===== config.mk =====
export PLATFORM = sky130hd
export DESIGN_NAME = subrange_corrector
export DESIGN_NICKNAME = d
export VERILOG_FILES = /design/src/rtl/subrange_pkg.sv /design/src/rtl/subrange_seq.sv /design/src/rtl/therm_decoder.sv /design/src/rtl/code_corrector.sv /design/src/rtl/subrange_corrector.sv
export SDC_FILE = /design/constraint.sdc
export NUM_CORES = 1
export LEC_CHECK = 0
export BUFFER_PORTS_ARGS = -buffer_cell sky130_fd_sc_hd__buf_2
export CAP_MARGIN = 10
export CORE_MARGIN = 2
export CORE_UTILIZATION = 59
export CTS_CLUSTER_DIAMETER = 80
export DETAILED_ROUTE_END_ITERATION = 6
export PLACE_DENSITY_LB_ADDON = 0.3
export SLEW_MARGIN = 20
export SYNTH_ARGS = -nofsm -noshare
export SYNTH_HDL_FRONTEND = slang
export SYNTH_SLANG_ARGS = --single-unit

===== constraint.sdc =====
create_clock -name clk -period 10.7 [get_ports clk]
set_input_delay 0 -clock clk [delete_from_list [all_inputs] [get_ports clk]]
set_output_delay 0 -clock clk [all_outputs]
set_load 0.05 [all_outputs]

===== src/rtl/subrange_pkg.sv =====
// Shared types for the subranging correction logic.
// Assumes nothing beyond IEEE 1800-2017 packages.
package subrange_pkg;

    // Phases of one conversion, in the order they are visited.
    typedef enum logic [2:0] {
        SEQ_IDLE   = 3'd0,
        SEQ_HOLD   = 3'd1,
        SEQ_COARSE = 3'd2,
        SEQ_FINE   = 3'd3,
        SEQ_LATCH  = 3'd4
    } seq_state_t;

    // Number of comparators in the fine flash, nominal plus redundant.
    function automatic int therm_width(input int n2, input int extra);
        return (2 ** n2) - 1 + 2 * extra;
    endfunction

endpackage


===== src/rtl/subrange_seq.sv =====
// Conversion sequencer: on start in idle, walks hold, coarse, fine and
// latch phases, one cycle each. Start is ignored in any other phase.
// Assumes a synchronous active-low reset.
module subrange_seq
    import subrange_pkg::*;
(
    input  logic clk,
    input  logic rst_n,
    input  logic start_i,
    output logic hold_o,
    output logic coarse_strobe_o,
    output logic fine_strobe_o,
    output logic latch_o
);

    seq_state_t state_q;
    seq_state_t state_d;

    // Phase register.
    always_ff @(posedge clk) begin
        if (!rst_n) begin
            state_q <= SEQ_IDLE;
        end else begin
            state_q <= state_d;
        end
    end

    // Next phase: a fixed walk, entered only from idle.
    always_comb begin
        case (state_q)
            SEQ_IDLE:   state_d = start_i ? SEQ_HOLD : SEQ_IDLE;
            SEQ_HOLD:   state_d = SEQ_COARSE;
            SEQ_COARSE: state_d = SEQ_FINE;
            SEQ_FINE:   state_d = SEQ_LATCH;
            SEQ_LATCH:  state_d = SEQ_IDLE;
            default:    state_d = SEQ_IDLE;
        endcase
    end

    // Moore strobes decoded from the phase.
    always_comb begin
        hold_o          = (state_q == SEQ_HOLD) || (state_q == SEQ_COARSE) ||
                          (state_q == SEQ_FINE);
        coarse_strobe_o = (state_q == SEQ_COARSE);
        fine_strobe_o   = (state_q == SEQ_FINE);
        latch_o         = (state_q == SEQ_LATCH);
    end

endmodule


===== src/rtl/therm_decoder.sv =====
// Fine-stage decoder: repairs isolated bubbles by a three-input vote,
// counts asserted comparators, and removes the lower redundancy offset
// (unless POS_ONLY) to give a signed fine value.
// Assumes a bubble has two correct levels between it and the edge.
module therm_decoder #(
    parameter int N2       = 4,
    parameter int EXTRA    = 4,
    parameter bit POS_ONLY = 1'b0,
    parameter int THW      = (2 ** N2) - 1 + 2 * EXTRA,
    parameter int FW       = N2 + 2
) (
    input  logic                 clk,
    input  logic [THW-1:0]       therm_i,
    output logic signed [FW-1:0] fine_val_o
);

    localparam int CW  = $clog2(THW + 1);
    localparam int OFS = POS_ONLY ? 0 : EXTRA;

    logic [THW-1:0] voted;
    logic [CW-1:0]  count;

    // Per-level majority vote with the levels beyond the ends fixed.
    for (genvar i = 0; i < THW; i++) begin : g_vote
        logic below;
        logic above;
        if (i == 0) begin : g_bot
            assign below = 1'b1;
        end else begin : g_mid_lo
            assign below = therm_i[i-1];
        end
        if (i == THW - 1) begin : g_top
            assign above = 1'b0;
        end else begin : g_mid_hi
            assign above = therm_i[i+1];
        end
        assign voted[i] = (below & therm_i[i]) | (below & above) |
                          (therm_i[i] & above);
    end

    // Population count of the repaired vector.
    always_comb begin
        count = '0;
        for (int i = 0; i < THW; i++) begin
            count = count + CW'(voted[i]);
        end
    end

    // Signed fine value relative to the nominal bottom level.
    always_comb begin
        fine_val_o = $signed({{(FW-CW){1'b0}}, count}) - $signed(FW'(OFS));
    end

    // The clock is kept for a uniform interface; the decoder is combinational.
    logic unused_clk;
    assign unused_clk = clk;

endmodule


===== src/rtl/code_corrector.sv =====
// Merges the coarse code with the signed fine value: wraps the fine value
// into N2 bits, moves the coarse code by one step on overrange, and clamps
// the result to the N-bit span. POS_ONLY builds the adder-only variant.
// Assumes the fine value lies in -2^N2 .. 2^(N2+1)-1.
module code_corrector #(
    parameter int N1       = 4,
    parameter int N2       = 4,
    parameter int FW       = N2 + 2,
    parameter bit POS_ONLY = 1'b0
) (
    input  logic [N1-1:0]        coarse_i,
    input  logic signed [FW-1:0] fine_val_i,
    output logic [N1+N2-1:0]     word_o,
    output logic                 sat_o
);

    localparam int N = N1 + N2;

    logic               over;
    logic signed [N1+1:0] adj;

    // Residue above the nominal span.
    assign over = (fine_val_i >= $signed(FW'(2 ** N2)));

    if (POS_ONLY) begin : g_add_only
        // Offset residue: never negative, so the coarse code only increments.
        assign adj = $signed({2'b00, coarse_i}) + $signed({{(N1+1){1'b0}}, over});
    end else begin : g_add_sub
        logic under;
        assign under = fine_val_i[FW-1];
        // Two-sided correction of the coarse code.
        assign adj = $signed({2'b00, coarse_i}) + $signed({{(N1+1){1'b0}}, over})
                   - $signed({{(N1+1){1'b0}}, under});
    end

    // Assemble and clamp the output word.
    always_comb begin
        if (adj[N1+1]) begin
            word_o = '0;
            sat_o  = 1'b1;
        end else if (adj[N1]) begin
            word_o = {N{1'b1}};
            sat_o  = 1'b1;
        end else begin
            word_o = {adj[N1-1:0], fine_val_i[N2-1:0]};
            sat_o  = 1'b0;
        end
    end

endmodule


===== src/rtl/subrange_corrector.sv =====
// Top of the subranging correction logic: sequencer, sampled coarse code,
// sampled fine value, correction and the output register.
// Assumes coarse_i is valid in the coarse_strobe_o cycle and the fine
// comparators are valid in the fine_strobe_o cycle.
module subrange_corrector #(
    parameter int N1       = 4,
    parameter int N2       = 4,
    parameter int EXTRA    = 4,
    parameter bit POS_ONLY = 1'b0
) (
    input  logic                                clk,
    input  logic                                rst_n,
    input  logic                                start_i,
    input  logic [N1-1:0]                       coarse_i,
    input  logic [(2**N2)-1+2*EXTRA-1:0]        fine_therm_i,
    output logic                                hold_o,
    output logic                                coarse_strobe_o,
    output logic                                fine_strobe_o,
    output logic                                latch_o,
    output logic [N1+N2-1:0]                    result_o,
    output logic                                valid_o,
    output logic                                oor_o
);

    localparam int N   = N1 + N2;
    localparam int THW = subrange_pkg::therm_width(N2, EXTRA);
    localparam int FW  = N2 + 2;

    logic                 cs;
    logic                 fs;
    logic                 ls;
    logic [N1-1:0]        coarse_q;
    logic signed [FW-1:0] fine_now;
    logic signed [FW-1:0] fine_q;
    logic [N-1:0]         corr_word;
    logic                 corr_sat;
    logic [N-1:0]         result_q;
    logic                 valid_q;
    logic                 oor_q;

    subrange_seq i_seq (
        .clk             (clk),
        .rst_n           (rst_n),
        .start_i         (start_i),
        .hold_o          (hold_o),
        .coarse_strobe_o (cs),
        .fine_strobe_o   (fs),
        .latch_o         (ls)
    );

    therm_decoder #(
        .N2       (N2),
        .EXTRA    (EXTRA),
        .POS_ONLY (POS_ONLY),
        .THW      (THW),
        .FW       (FW)
    ) i_dec (
        .clk        (clk),
        .therm_i    (fine_therm_i),
        .fine_val_o (fine_now)
    );

    // Coarse code held so it meets the fine value of the same sample.
    always_ff @(posedge clk) begin
        if (!rst_n) begin
            coarse_q <= '0;
        end else if (cs) begin
            coarse_q <= coarse_i;
        end
    end

    // Fine value captured at the end of the fine phase.
    always_ff @(posedge clk) begin
        if (!rst_n) begin
            fine_q <= '0;
        end else if (fs) begin
            fine_q <= fine_now;
        end
    end

    code_corrector #(
        .N1       (N1),
        .N2       (N2),
        .FW       (FW),
        .POS_ONLY (POS_ONLY)
    ) i_corr (
        .coarse_i   (coarse_q),
        .fine_val_i (fine_q),
        .word_o     (corr_word),
        .sat_o      (corr_sat)
    );

    // Output register, valid pulse and sticky clamp flag.
    always_ff @(posedge clk) begin
        if (!rst_n) begin
            result_q <= '0;
            valid_q  <= 1'b0;
            oor_q    <= 1'b0;
        end else begin
            valid_q <= ls;
            if (ls) begin
                result_q <= corr_word;
                if (corr_sat) begin
                    oor_q <= 1'b1;
                end
            end
        end
    end

    assign coarse_strobe_o = cs;
    assign fine_strobe_o   = fs;
    assign latch_o         = ls;
    assign result_o        = result_q;
    assign valid_o         = valid_q;
    assign oor_o           = oor_q;

endmodule


==> impl_results.md <==
- Status: complete, no violations
- Postcts setup bufs: 0
- R2r setup slk: between 8 and 9 ns
- # DRC: 0
- Nets: 330
- Chip height: just over 60 microns
- Final Core Density: 72.9%
- Ranking of synthesized cells by area: dfxtp_1 (24%), fa_1 (16%), ha_1 (8.3%)
- Synth Register Bits: 23
- GP Congestion: ~0.9
- Most frequent cells in the layout: buf_2 (43), inv_1 (28), o21ai_0 (23), dfxtp_1 (23), nor2_1 (17)
- IO Pins: 44
- Hold Path End: result_o[7]$_SDFFE_PN0P_
- Clock network fraction of total power: under 10%
- # fillers: ~270
- Max-cap violation count: 0
- Reg power frac: 19.9%
- Initial Util: between 60% and 70%
- Pwr dens: 212 nW/um^2
- Final Cycle Share: a little over two fifths
- CP required: 10.89 ns
- Reg2Reg Depth: 10
- Syn avg cell area: about 8.7 sq um
- RSZ-0062 raised after global routing: false
- Count of final hold-check violations: 0
- DRT antenna net count: 0
- CP Class: in -> reg
- Slew of the pin with the lowest slew margin: 0.478 ns
- Most common cell after layout, fill and taps aside: buf_2
- Clk Latency, worst-skew pair: between 0.3 and 0.4 ns
- Number of global-route vias before repair: roughly 1.4k
- Int Pwr: 260 uW
- Startpoint types: input pin
- Asr flop ratio synth: 0%
- Net Sw Power: about 220 uW
- Register area share after synthesis: 23.5%
- Die Wd: 61.6 microns
- Drt via density: around 5.2
- Synth top area share: approximately a quarter
- Gr usage total: 20.1%
- Worst r2r src: fine_q[5]$_SDFFE_PN0P_
- Worst hold path class: in -> reg
- Setup TNS: 0 ns
- Hold_buf cts: 5
- Worst path max stage delay: about 0.60 ns
- WL per Instance: roughly 11 microns
- Worst-path clk slew: between 0.1 and 0.15 ns
- Post-cts sizing count: 0
- Vias: 1618
- Number of core rows: 20
- Tot Pwr: ~480 uW
- Number of flops mapped to enable cells by yosys: 0
- YS warnings: 0
- Leakage: 1.09 nW
- Fmax: 218 MHz
- Antenna diode count: 0
- VDD IR max: ~0.23 mV
- Synthesis-to-finish area growth: 15.7%
- DR pass1 iterations: 4
- Switch share: between 40% and 50%
- H-tree lvl count: 1
- Post-Synthesis Cells: between 200 and 250
- CP Cell Sequence: buf_2, maj3_1, ha_1, inv_1, fa_1, fa_1, fa_1, fa_1, fa_1, inv_1, ha_1, a21o_1, a21oi_1, xnor2_1, inv_1, ha_1, xor2_1, o2bb2ai_1
- Drt total wl: 3540 microns
- Post-synthesis cell area: approximately 2000 sq um
- Top_reg_cell synth: dfxtp_1
- Area leader, netlist: dfxtp_1
- Crit Reg-Reg Endpoint: result_o[2]$_SDFFE_PN0P_
- Critical path peak fanout: 4
- Port Buf Inserts: 43
- Longest Clk Path Bufs: 2
- Cell variety after synth: 46
- WHS Path Cells: 3
- Critical Path Sink Type: register
- Share of post-route cells with drive strength above 1: between 20% and 30%
- Global-route wire length before repair: around 5700 microns
- Clock Sinks: 23
- Top cell family by delay on the critical path: adder cells
- CTS tree: built
- Hold_sp: rst_n
- CTS root buffer: clkbuf_4
- Slew headroom: between 60% and 70%
- Fin crit period: approximately 4.6 ns
- Initial antenna violation count: 0
- CP max stage cell: fa_1
- Crit path DAT: around 4.8 ns
- DP HPWL: between 2000 and 3000 microns
- Cell repeated most along the worst path: fa_1
- Largest net degree at the start of global routing: 18
- Slew Limit Fails: 0
- Setup violations, final: 0
- GR Overflow Total: 0
- Core area: ~3100 sq um
- DRT iter0 DRCs: 72
- Buf/Inv on CP: 4
- Number of CTS-inserted buffers: 3
- Combinational Power Share: between 70% and 80%
- Syn_nets: around 280
- Die area: ~3800 sq um
- Max Clock Skew: between 0.002 and 0.0025 ns
-- registers in the layout (all words and copies together) (netlist names) --
register / count
result_o: 8
fine_q: 6
coarse_q: 4
i_seq.state_q: 3
oor_o: 1
valid_o: 1
-- kinds of logic after synthesis --
kind of cell	after synthesis	share of synthesized area (%)
buf+inv	36	7.86
simple gates	55	15.0
fa+ha+maj	33	26.7
xor+xnor	4	1.79
mux	6	3.07
compound gates	67	22.0
flops	23	23.5
-- Yosys cell counts, types with 3 or more instances --
| cell type | n |
|---|---|
| nor3_1 | 3 |
| maj3_1 | 4 |
| and2_1 | 3 |
| o21ai_0 | 23 |
| dfxtp_1 | 23 |
| inv_1 | 28 |
| ha_1 | 13 |
| nor2_1 | 17 |
| mux2i_1 | 6 |
| a21oi_1 | 14 |
| a21o_1 | 15 |
| nor2b_1 | 3 |
| nand2_1 | 13 |
| fa_1 | 16 |
| nand2b_1 | 4 |
-- worst max path at each step --
stage                     from                endpoint  slack, ns  cells after the start
5_1_grt        fine_therm_i[2]  fine_q[4]$_SDFFE_PN0P_       5.90                     20
2_1_floorplan  fine_therm_i[2]  fine_q[4]$_SDFFE_PN0P_       6.05                     17
6_report       fine_therm_i[2]  fine_q[4]$_SDFFE_PN0P_       6.11                     18
3_5_place_dp   fine_therm_i[2]  fine_q[4]$_SDFFE_PN0P_       5.73                     18
3_3_place_gp   fine_therm_i[2]  fine_q[4]$_SDFFE_PN0P_       5.86                     18
4_1_cts        fine_therm_i[2]  fine_q[4]$_SDFFE_PN0P_       6.07                     18
-- worst register-to-register path, cell delays in order (launching register included) --
cell,delay [ns]
dfxtp_1,0.40
nor2b_1,0.07
ha_1,0.21
ha_1,0.30
inv_1,0.07
ha_1,0.31
nor2_1,0.07
a31oi_1,0.15
a22o_1,0.25
o21ai_0,0.11
a21oi_1,0.16
-- layer usage --
layer / GRT usage [%] / up-vias / wire, microns / part of all wire [%]
met5: 0 / - / 0 / 0
li1: - / 852 / - / -
met3: 3.15 / 5 / 119 / 3.4
met4: 3.65 / 0 / 22 / 0.62
met1: 28.4 / 731 / 1750 / 49
met2: 33.1 / 30 / 1650 / 47
-- power groups by stage --
| stage | sequential (mW) | clock [mW] | combinational (mW) |
|---|---|---|---|
| finish | 0.0953 | 0.0393 | 0.344 |
| global route | 0.0960 | 0.0440 | 0.397 |
| CTS | 0.0954 | 0.0402 | 0.351 |
| detailed placement | 0.0973 | 0 | 0.348 |
| global placement | 0.0971 | 0 | 0.329 |
| floorplan | 0.0959 | 0 | 0.285 |
-- metrics by stage --
step	std cells	hold slack [ns]	cell area, sq um	setup WS, ns
finish	314	0.0297	2260	6.11
CTS	314	0.0169	2260	6.07
detailed placement	305	0.243	2190	5.73
global placement	305	0.237	2190	5.86
floorplan	224	0.147	1960	6.05
global route	314	0.0391	2260	5.90
-- final cells by class --
cell class | instances | area (sq um) | area share (%)
Timing Repair Buffer | 48 | 265 | 11.7
Clock buffer | 4 | 26.3 | 1.16
Tap cell | 44 | 55.1 | 2.43
Multi-Input combinational cell | 165 | 1340 | 59.3
Sequential cell | 23 | 460 | 20.3
Inverter | 30 | 114 | 5.03
Note: power is estimated with default switching activity, not from simulation.
